$ cat src/rtl/mbx_pkg.sv
`timescale 1ns/1ps
package mbx_pkg;

    typedef enum logic [1:0] {
        MODE_BYTE  = 2'b00,
        MODE_PB16  = 2'b01,
        MODE_PB32  = 2'b10,
        MODE_MAP32 = 2'b11
    } mbx_mode_e;

    // core window offsets
    localparam logic [7:0] C_STATUS = 8'h00;
    localparam logic [7:0] C_CTRL   = 8'h01;
    localparam logic [7:0] C_MTU_H  = 8'h02;
    localparam logic [7:0] C_MTU_L  = 8'h03;
    localparam logic [7:0] C_MRU_H  = 8'h04;
    localparam logic [7:0] C_MRU_L  = 8'h05;
    localparam logic [7:0] C_PTR_H  = 8'h06;
    localparam logic [7:0] C_PTR_L  = 8'h07;
    localparam logic [7:0] C_PTRX_H = 8'h08;
    localparam logic [7:0] C_PTRX_L = 8'h09;
    localparam logic [7:0] C_SIZE_H = 8'h0A;
    localparam logic [7:0] C_SIZE_L = 8'h0B;
    localparam logic [7:0] C_BYTE   = 8'h0F;

    // host window offsets
    localparam logic [7:0] H_FLAGS  = 8'h00;
    localparam logic [7:0] H_BYTE   = 8'h01;
    localparam logic [7:0] H_SIZE_H = 8'h02;
    localparam logic [7:0] H_SIZE_L = 8'h03;

    localparam logic [15:0] LEN_CAP = 16'hFF00;
    localparam int          RAM_BASE = 256;

    // flags the host drives, as the core sees them in status bits 3:0
    typedef struct packed {
        logic rxp;
        logic ack;
        logic bsy;
        logic rx;
    } host_flags_t;

    // flags the core drives, as the host sees them in bits 2:0
    typedef struct packed {
        logic ack;
        logic bsy;
        logic tx;
    } core_flags_t;

    function automatic logic [15:0] cap_len(input logic [15:0] v);
        return (v > LEN_CAP) ? LEN_CAP : v;
    endfunction

endpackage

$ cat src/rtl/mbx_handshake.sv
`timescale 1ns/1ps
module mbx_handshake
    import mbx_pkg::*;
(
    input  logic        clk,
    input  logic        rst,
    input  logic        core_ctl_we,
    input  logic [2:0]  core_ctl,      // {ack, bsy, tx}
    input  logic        host_flag_we,
    input  logic [3:0]  host_flag,     // {rxp, ack, bsy, rx}
    output core_flags_t cfl,
    output host_flags_t hfl
);

    logic core_set_tx, core_ack, host_set_rx, host_ack;

    assign core_set_tx = core_ctl_we  & core_ctl[0];
    assign core_ack    = core_ctl_we  & core_ctl[2];
    assign host_set_rx = host_flag_we & host_flag[0];
    assign host_ack    = host_flag_we & host_flag[2];

    always_ff @(posedge clk) begin
        if (rst) begin
            cfl <= '0;
            hfl <= '0;
        end else begin
            cfl.ack <= core_ack;
            hfl.ack <= host_ack;
            if (core_ctl_we)
                cfl.bsy <= core_ctl[1];
            if (host_flag_we) begin
                hfl.bsy <= host_flag[1];
                hfl.rxp <= host_flag[3];
            end
            if (core_set_tx)
                cfl.tx <= 1'b1;
            else if (host_ack)
                cfl.tx <= 1'b0;
            if (host_set_rx)
                hfl.rx <= 1'b1;
            else if (core_ack)
                hfl.rx <= 1'b0;
        end
    end

endmodule

$ cat src/rtl/mbx_cfg.sv
`timescale 1ns/1ps
module mbx_cfg
    import mbx_pkg::*;
(
    input  logic        clk,
    input  logic        rst,
    input  logic        c_we,
    input  logic [7:0]  c_off,
    input  logic [7:0]  c_wd,
    input  logic        h_we,
    input  logic [7:0]  h_off,
    input  logic [7:0]  h_wd,
    input  logic        host_bsy,
    output mbx_mode_e   mode,
    output logic [15:0] mtu,
    output logic [15:0] mru,
    output logic [31:0] ptr,
    output logic [15:0] tx_size,
    output logic [15:0] rx_size,
    output logic [7:0]  tx_byte,
    output logic [7:0]  rx_byte,
    output logic        ovr
);

    logic len_ok, wide_ptr, drop_byte;

    assign len_ok    = (mode != MODE_BYTE);
    assign wide_ptr  = mode[1];
    assign drop_byte = (mode == MODE_BYTE) && host_bsy;

    always_ff @(posedge clk) begin
        if (rst) begin
            mode    <= MODE_BYTE;
            mtu     <= '0;
            mru     <= '0;
            ptr     <= '0;
            tx_size <= '0;
            rx_size <= '0;
            tx_byte <= '0;
            rx_byte <= '0;
            ovr     <= 1'b0;
        end else begin
            if (c_we) begin
                case (c_off)
                    C_CTRL: begin
                        mode <= mbx_mode_e'(c_wd[7:6]);
                        if (c_wd[4]) ovr <= 1'b0;
                    end
                    C_MTU_H:  if (len_ok) mtu <= cap_len({c_wd, mtu[7:0]});
                    C_MTU_L:  if (len_ok) mtu <= cap_len({mtu[15:8], c_wd});
                    C_MRU_H:  if (len_ok) mru <= cap_len({c_wd, mru[7:0]});
                    C_MRU_L:  if (len_ok) mru <= cap_len({mru[15:8], c_wd});
                    C_PTR_H:  ptr[15:8]  <= c_wd;
                    C_PTR_L:  ptr[7:0]   <= c_wd;
                    C_PTRX_H: if (wide_ptr) ptr[31:24] <= c_wd;
                    C_PTRX_L: if (wide_ptr) ptr[23:16] <= c_wd;
                    C_SIZE_H: tx_size[15:8] <= c_wd;
                    C_SIZE_L: tx_size[7:0]  <= c_wd;
                    C_BYTE: begin
                        if (drop_byte) ovr <= 1'b1;
                        else           tx_byte <= c_wd;
                    end
                    default: ;
                endcase
            end
            if (h_we) begin
                case (h_off)
                    H_BYTE:   rx_byte       <= h_wd;
                    H_SIZE_H: rx_size[15:8] <= h_wd;
                    H_SIZE_L: rx_size[7:0]  <= h_wd;
                    default: ;
                endcase
            end
        end
    end

endmodule

$ cat src/rtl/mbx_buf.sv
`timescale 1ns/1ps
module mbx_buf #(
    parameter int DEPTH = 256,
    parameter int AW    = 8
) (
    input  logic          clk,
    input  logic          a_we,
    input  logic [AW-1:0] a_idx,
    input  logic [7:0]    a_wd,
    output logic [7:0]    a_rd,
    input  logic          b_we,
    input  logic [AW-1:0] b_idx,
    input  logic [7:0]    b_wd,
    output logic [7:0]    b_rd
);

    logic [7:0] mem [DEPTH];
    logic       b_blocked;

    // port a (core) keeps the byte when both write one location
    assign b_blocked = a_we && (a_idx == b_idx);

    always_ff @(posedge clk) begin
        if (b_we && !b_blocked)
            mem[b_idx] <= b_wd;
        if (a_we)
            mem[a_idx] <= a_wd;
    end

    assign a_rd = mem[a_idx];
    assign b_rd = mem[b_idx];

endmodule

$ cat src/rtl/pkt_mailbox.sv
`timescale 1ns/1ps
module pkt_mailbox
    import mbx_pkg::*;
#(
    parameter int ADDR_W    = 16,
    parameter int BUF_BYTES = 256
) (
    input  logic              clk,
    input  logic              rst,
    input  logic [ADDR_W-1:0] c_addr,
    input  logic              c_wr,
    input  logic              c_rd,
    input  logic [7:0]        c_wdata,
    output logic [7:0]        c_rdata,
    input  logic [ADDR_W-1:0] h_addr,
    input  logic              h_wr,
    input  logic              h_rd,
    input  logic [7:0]        h_wdata,
    output logic [7:0]        h_rdata
);

    localparam int              BUF_AW  = (BUF_BYTES > 1) ? $clog2(BUF_BYTES) : 1;
    localparam logic [ADDR_W:0] BUF_ORG = (ADDR_W+1)'(RAM_BASE);
    localparam logic [ADDR_W:0] BUF_LEN = (ADDR_W+1)'(BUF_BYTES);

    mbx_mode_e   mode;
    core_flags_t cfl;
    host_flags_t hfl;
    logic        tx_pend, rx_flag, ovr;
    logic [15:0] mtu, mru, tx_size, rx_size;
    logic [31:0] ptr;
    logic [7:0]  tx_byte, rx_byte;

    // ---------------- address decode ----------------
    logic            c_win, h_win;
    logic [7:0]      c_lo, h_lo;
    logic [ADDR_W:0] c_diff, h_diff;
    logic            c_in_buf, h_in_buf;
    logic            c_buf_ok, c_buf_we, h_buf_we;
    logic [7:0]      c_buf_q, h_buf_q;

    assign c_win = (c_addr[ADDR_W-1:8] == '0);
    assign h_win = (h_addr[ADDR_W-1:8] == '0);
    assign c_lo  = c_addr[7:0];
    assign h_lo  = h_addr[7:0];

    assign c_diff   = {1'b0, c_addr} - BUF_ORG;
    assign h_diff   = {1'b0, h_addr} - BUF_ORG;
    assign c_in_buf = !c_diff[ADDR_W] && (c_diff < BUF_LEN);
    assign h_in_buf = !h_diff[ADDR_W] && (h_diff < BUF_LEN);
    assign c_buf_ok = c_in_buf && (mode == MODE_MAP32);
    assign c_buf_we = c_wr && c_buf_ok;
    assign h_buf_we = h_wr && h_in_buf;

    assign tx_pend = cfl.tx;
    assign rx_flag = hfl.rx;

    // ---------------- sub-blocks ----------------
    mbx_handshake u_hs (
        .clk          (clk),
        .rst          (rst),
        .core_ctl_we  (c_wr && c_win && (c_lo == C_CTRL)),
        .core_ctl     (c_wdata[2:0]),
        .host_flag_we (h_wr && h_win && (h_lo == H_FLAGS)),
        .host_flag    (h_wdata[3:0]),
        .cfl          (cfl),
        .hfl          (hfl)
    );

    mbx_cfg u_cfg (
        .clk      (clk),
        .rst      (rst),
        .c_we     (c_wr && c_win),
        .c_off    (c_lo),
        .c_wd     (c_wdata),
        .h_we     (h_wr && h_win),
        .h_off    (h_lo),
        .h_wd     (h_wdata),
        .host_bsy (hfl.bsy),
        .mode     (mode),
        .mtu      (mtu),
        .mru      (mru),
        .ptr      (ptr),
        .tx_size  (tx_size),
        .rx_size  (rx_size),
        .tx_byte  (tx_byte),
        .rx_byte  (rx_byte),
        .ovr      (ovr)
    );

    mbx_buf #(.DEPTH(BUF_BYTES), .AW(BUF_AW)) u_buf (
        .clk   (clk),
        .a_we  (c_buf_we),
        .a_idx (c_diff[BUF_AW-1:0]),
        .a_wd  (c_wdata),
        .a_rd  (c_buf_q),
        .b_we  (h_buf_we),
        .b_idx (h_diff[BUF_AW-1:0]),
        .b_wd  (h_wdata),
        .b_rd  (h_buf_q)
    );

    // ---------------- read muxes ----------------
    logic [7:0] c_rd_nx, h_rd_nx;

    always_comb begin
        c_rd_nx = '0;
        if (c_win) begin
            case (c_lo)
                C_STATUS: c_rd_nx = {mode, 1'b0, ovr, hfl};
                C_MTU_H:  c_rd_nx = mtu[15:8];
                C_MTU_L:  c_rd_nx = mtu[7:0];
                C_MRU_H:  c_rd_nx = mru[15:8];
                C_MRU_L:  c_rd_nx = mru[7:0];
                C_PTR_H:  c_rd_nx = ptr[15:8];
                C_PTR_L:  c_rd_nx = ptr[7:0];
                C_PTRX_H: c_rd_nx = ptr[31:24];
                C_PTRX_L: c_rd_nx = ptr[23:16];
                C_SIZE_H: c_rd_nx = rx_size[15:8];
                C_SIZE_L: c_rd_nx = rx_size[7:0];
                C_BYTE:   c_rd_nx = rx_byte;
                default:  c_rd_nx = '0;
            endcase
        end else if (c_buf_ok) begin
            c_rd_nx = c_buf_q;
        end
    end

    always_comb begin
        h_rd_nx = '0;
        if (h_win) begin
            case (h_lo)
                H_FLAGS:  h_rd_nx = {mode, 1'b0, ovr, 1'b0, cfl};
                H_BYTE:   h_rd_nx = tx_byte;
                H_SIZE_H: h_rd_nx = tx_size[15:8];
                H_SIZE_L: h_rd_nx = tx_size[7:0];
                default:  h_rd_nx = '0;
            endcase
        end else if (h_in_buf) begin
            h_rd_nx = h_buf_q;
        end
    end

    always_ff @(posedge clk) begin
        if (rst) begin
            c_rdata <= '0;
            h_rdata <= '0;
        end else begin
            if (c_rd) c_rdata <= c_rd_nx;
            if (h_rd) h_rdata <= h_rd_nx;
        end
    end

endmodule

$ cat config.mk
export PLATFORM = sky130hd
export DESIGN_NAME = pkt_mailbox
export DESIGN_NICKNAME = d
export VERILOG_FILES = /design/src/rtl/mbx_pkg.sv /design/src/rtl/mbx_handshake.sv /design/src/rtl/mbx_cfg.sv /design/src/rtl/mbx_buf.sv /design/src/rtl/pkt_mailbox.sv
export SDC_FILE = /design/constraint.sdc
export NUM_CORES = 2
export LEC_CHECK = 0
export BUFFER_PORTS_ARGS = -buffer_cell sky130_fd_sc_hd__buf_2
export CAP_MARGIN = 5
export CORE_UTILIZATION = 28
export DETAILED_ROUTE_END_ITERATION = 10
export GPL_ROUTABILITY_DRIVEN = 1
export HOLD_SLACK_MARGIN = 0.08
export PLACE_DENSITY = 0.51
export REMOVE_ABC_BUFFERS = 1
export SLEW_MARGIN = 10
export SYNTH_ARGS = -nofsm -noshare
export SYNTH_HDL_FRONTEND = slang
export SYNTH_SLANG_ARGS = --single-unit
$ cat constraint.sdc
create_clock -name clk -period 3.4 [get_ports clk]
set_clock_uncertainty 0.1 [all_clocks]
set_input_delay 0.34 -clock clk [delete_from_list [all_inputs] [get_ports clk]]
set_output_delay 0.34 -clock clk [all_outputs]
set_load 0.05 [all_outputs]
==> flow_summary.ini <==
[yosys]
async_flop_share_pct = 0
synth_area_um2 = 133000
yosysSeqAreaShare_pct = 48.4
synthAdderAreaFrac_pct = 0.0189
synth-xor-area-share_pct = 0.0660
synth_cells = 8572
synth_top_family_by_area = multiplexers
synth.avg_cell_area_um2 = 15.5
ys_types = 78
synth_edf_count = 2048
synth-compound-area-share_pct = 4.38
muxShareOfSynthArea_pct = 37.5
synthSimpleGateAreaFrac_pct = 5.92
synth-seq-cells = 2186
yosys_most_used_dff = edfxtp_1
yosys_warnings = 0

[worst_setup_path]
cpMostUsedCell = a2111oi_0
cp_max_fo = 8
required_ns = 4.09
rrSetupSlack_ns = -0.06
r2r_end = h_rdata[1]
cp-endpoint = c_rdata[7]
cp-end-kind = flop
critPathKind = in -> reg
r2r_start = u_buf.mem[135][1]
crit_path_max_incr_delay_ns = 1.04
cp_data_arrival_time_ns = 4.19
cp-start-kind = primary input
cp_cell_sequence = dlygate4sd3_1, buf_2, nor2b_2, nand2_4, buf_4, a2111oi_1, a2111oi_0, nand4_1, a2111oi_0, nand2_1, buf_12, a211oi_1
r2r_cells = 10
crit_start = c_addr[6]
cp_slowest_cell = a2111oi_1

[timing]
fin_ws_ns = -0.0998
finalCritPeriodShare_pct = 103
worst_slew_pin_slew_ns = 1.38
final-setup-viol-count = 9
slew_viol_final = 0
rsz0062_at_grt = no
clock.fmax_ghz = 0.286
hold_viol_final = 0
max_slew_margin_pct = 8.26
finalCriticalPeriod_ns = 3.50
fin_setup_tns_ns = -0.189

[floorplanning]
ioPinCount = 70
start_util_pct = 28.1
die_x_um = 691
coreArea_um2 = 472000
die_height_um = 691
die_area_um2 = 477000
num_rows = 252

[global_route]
grt_max_degree = 122
grt_use_total_pct = 25.3
antenna_found_initial = 71
grt-ovfl-total = 0
grt_pass1_vias = 93100
grt_first_pass_wirelength_mm = 839

[cts]
clkTransAtPathRegs_ns = 0.06
cts_setup_buffers = 0
clk_latency_ns = 0.96
cts_root_buf = clkbuf_16
cts_tree = built
cts_sinks = 2186
h-tree-depth = 5
cts.path.max_buffers = 4
cts_made_buffers = 280

[routing]
route.detailed.drc = 0
ant_nets = 0
wire_per_inst_um = 39.3
routed_wl_mm = 624
initialDrtViolationCount = 14400
dr.pass1.iters = 6
dr_total_vias = 95300
drt-vias-per-instance = 6.00

[finish]
final_nets = 9467
finalNonFillerCells = 15900
synthToLayoutAreaGrowth_pct = 21.1
post-route-cell-area_um2 = 161000
layout-drive-gt1-share_pct = 52.8

[power_and_ir_drop]
ir_drop_mv = 0.380
leakage_nw = 56.5
power.total_mw = 67.2
power_density_nw_per_um2 = 418

[place]
dp.cells = 15300
gp_congestion = 0.981
place_area_um2 = 152000
place_ws_ns = -0.865
port_buffers = 69
place_hpwl_mm = 444

[min_path]
hp-class = in -> reg

[run_status]
outcome = finished, violations left
violations = setup timing

[flow_run]
drv_cap = 0
worst min path at each step:
| stage | from | to | slack [ns] | cells past startpoint |
|---|---|---|---|---|
| finish | h_wdata[4] | u_buf.mem[141][4] | 0.14 | 2 |
| global route | h_wdata[4] | u_buf.mem[141][4] | 0.12 | 2 |
| CTS | h_wdata[4] | u_buf.mem[134][4] | 0.1 | 2 |
| global placement | u_cfg.mru[4] | u_cfg.mru[4] | 0.36 | 2 |
| detailed placement | u_cfg.mtu[7] | u_cfg.mtu[7] | 0.37 | 2 |
| floorplan | rst | u_cfg.mru[0] | 0.31 | 1 |
per-stage QoR:
stage	utilization [%]	hold WS, ns
finish	34.1	0.140
global route	34.1	0.116
CTS	34.1	0.0982
detailed placement	32.2	0.368
global placement	32.2	0.357
floorplan	-	0.309
power by group:
| group | internal, mW | switching, mW |
|---|---|---|
| Sequential | 29.4 | 0.0174 |
| Clock | 16.6 | 12.8 |
| Combinational | 3.25 | 5.14 |
layout by cell type, fill, tap and decap left out, types with 54 or more instances in the layout:
master,instances
a21oi_1,103
mux2i_1,355
clkbuf_16,285
buf_12,301
mux4_2,1016
nor2_1,192
a22oi_1,186
nand2_1,185
edfxtp_1,2048
buf_4,1200
mux2_1,319
o21ai_0,54
o22ai_1,307
clkbuf_1,54
mux2_2,1758
nor2_8,168
nor2_4,59
dfxtp_1,138
nand3_1,94
cells by family after synthesis:
logic type      count (synthesis)
xor+xnor                       10
fa+ha+maj                       2
flops                        2186
mux                          3448
buf+inv                      1047
simple gates                 1019
compound gates                860
flip-flops by register name, summed over array words and instances (netlist names), 8 cells and up:
signal         flops
u_cfg.mtu         16
u_buf.mem       2048
c_rdata            8
u_cfg.tx_size     16
u_cfg.rx_byte      8
h_rdata            8
u_cfg.rx_size     16
u_cfg.ptr         32
u_cfg.tx_byte      8
u_cfg.mru         16
worst max-delay path, delay by kind of cell:
kind            cells  cell delay [ns]
simple gates        4             1.18
compound gates      4             1.39
buf+inv             4             1.26
synthesized netlist by cell type (56+ instances only):
cell      number  area (um2)
nor2_1       197         739
a21oi_1      103         515
clkbuf_1     673        2530
mux4_2      1016       22900
mux2_1       319        3590
buf_4         91         683
dfxtp_1      138        2760
buf_2        164         821
nand2_1      216         811
o22ai_1      309        1930
mux2i_1      355        3550
a22oi_1      186        1400
nor2_8       168        3360
mux2_2      1758       19800
nor2_4        56         631
edfxtp_1    2048       61500
nand3_1       98         490
cell type report:
class                      instances  area, um2
antenna                           34       85.1
clock buffer                     344       7400
clock inverter                   155       1340
fill                           45300     311000
inverter                          12       45.0
multi-input combinational       5339      64000
sequential                      2186      64300
tap                             6223       7790
timing repair buffer            1592      15800
layer usage:
layer  part of all wire, %  global-route usage, %  vias up  routed length [um]
li1                      -                      -    36800                   -
met1                    39                   33.4    50900              243000
met2                    44                   38.3     6381              276000
met3                    11                   6.29     1207               67100
met4                   6.1                   13.2       40               37800
met5                 0.040                      0        -                 249
timing repair:
| action | CTS | global route |
|---|---|---|
| hold buffers | 24 | 0 |
| endpoints found under the setup margin | 0 | 34 |
| gates resized for setup | 0 | 8 |
| endpoints found under the hold margin | 322 | 0 |
Power figures use the tool's default switching activity.
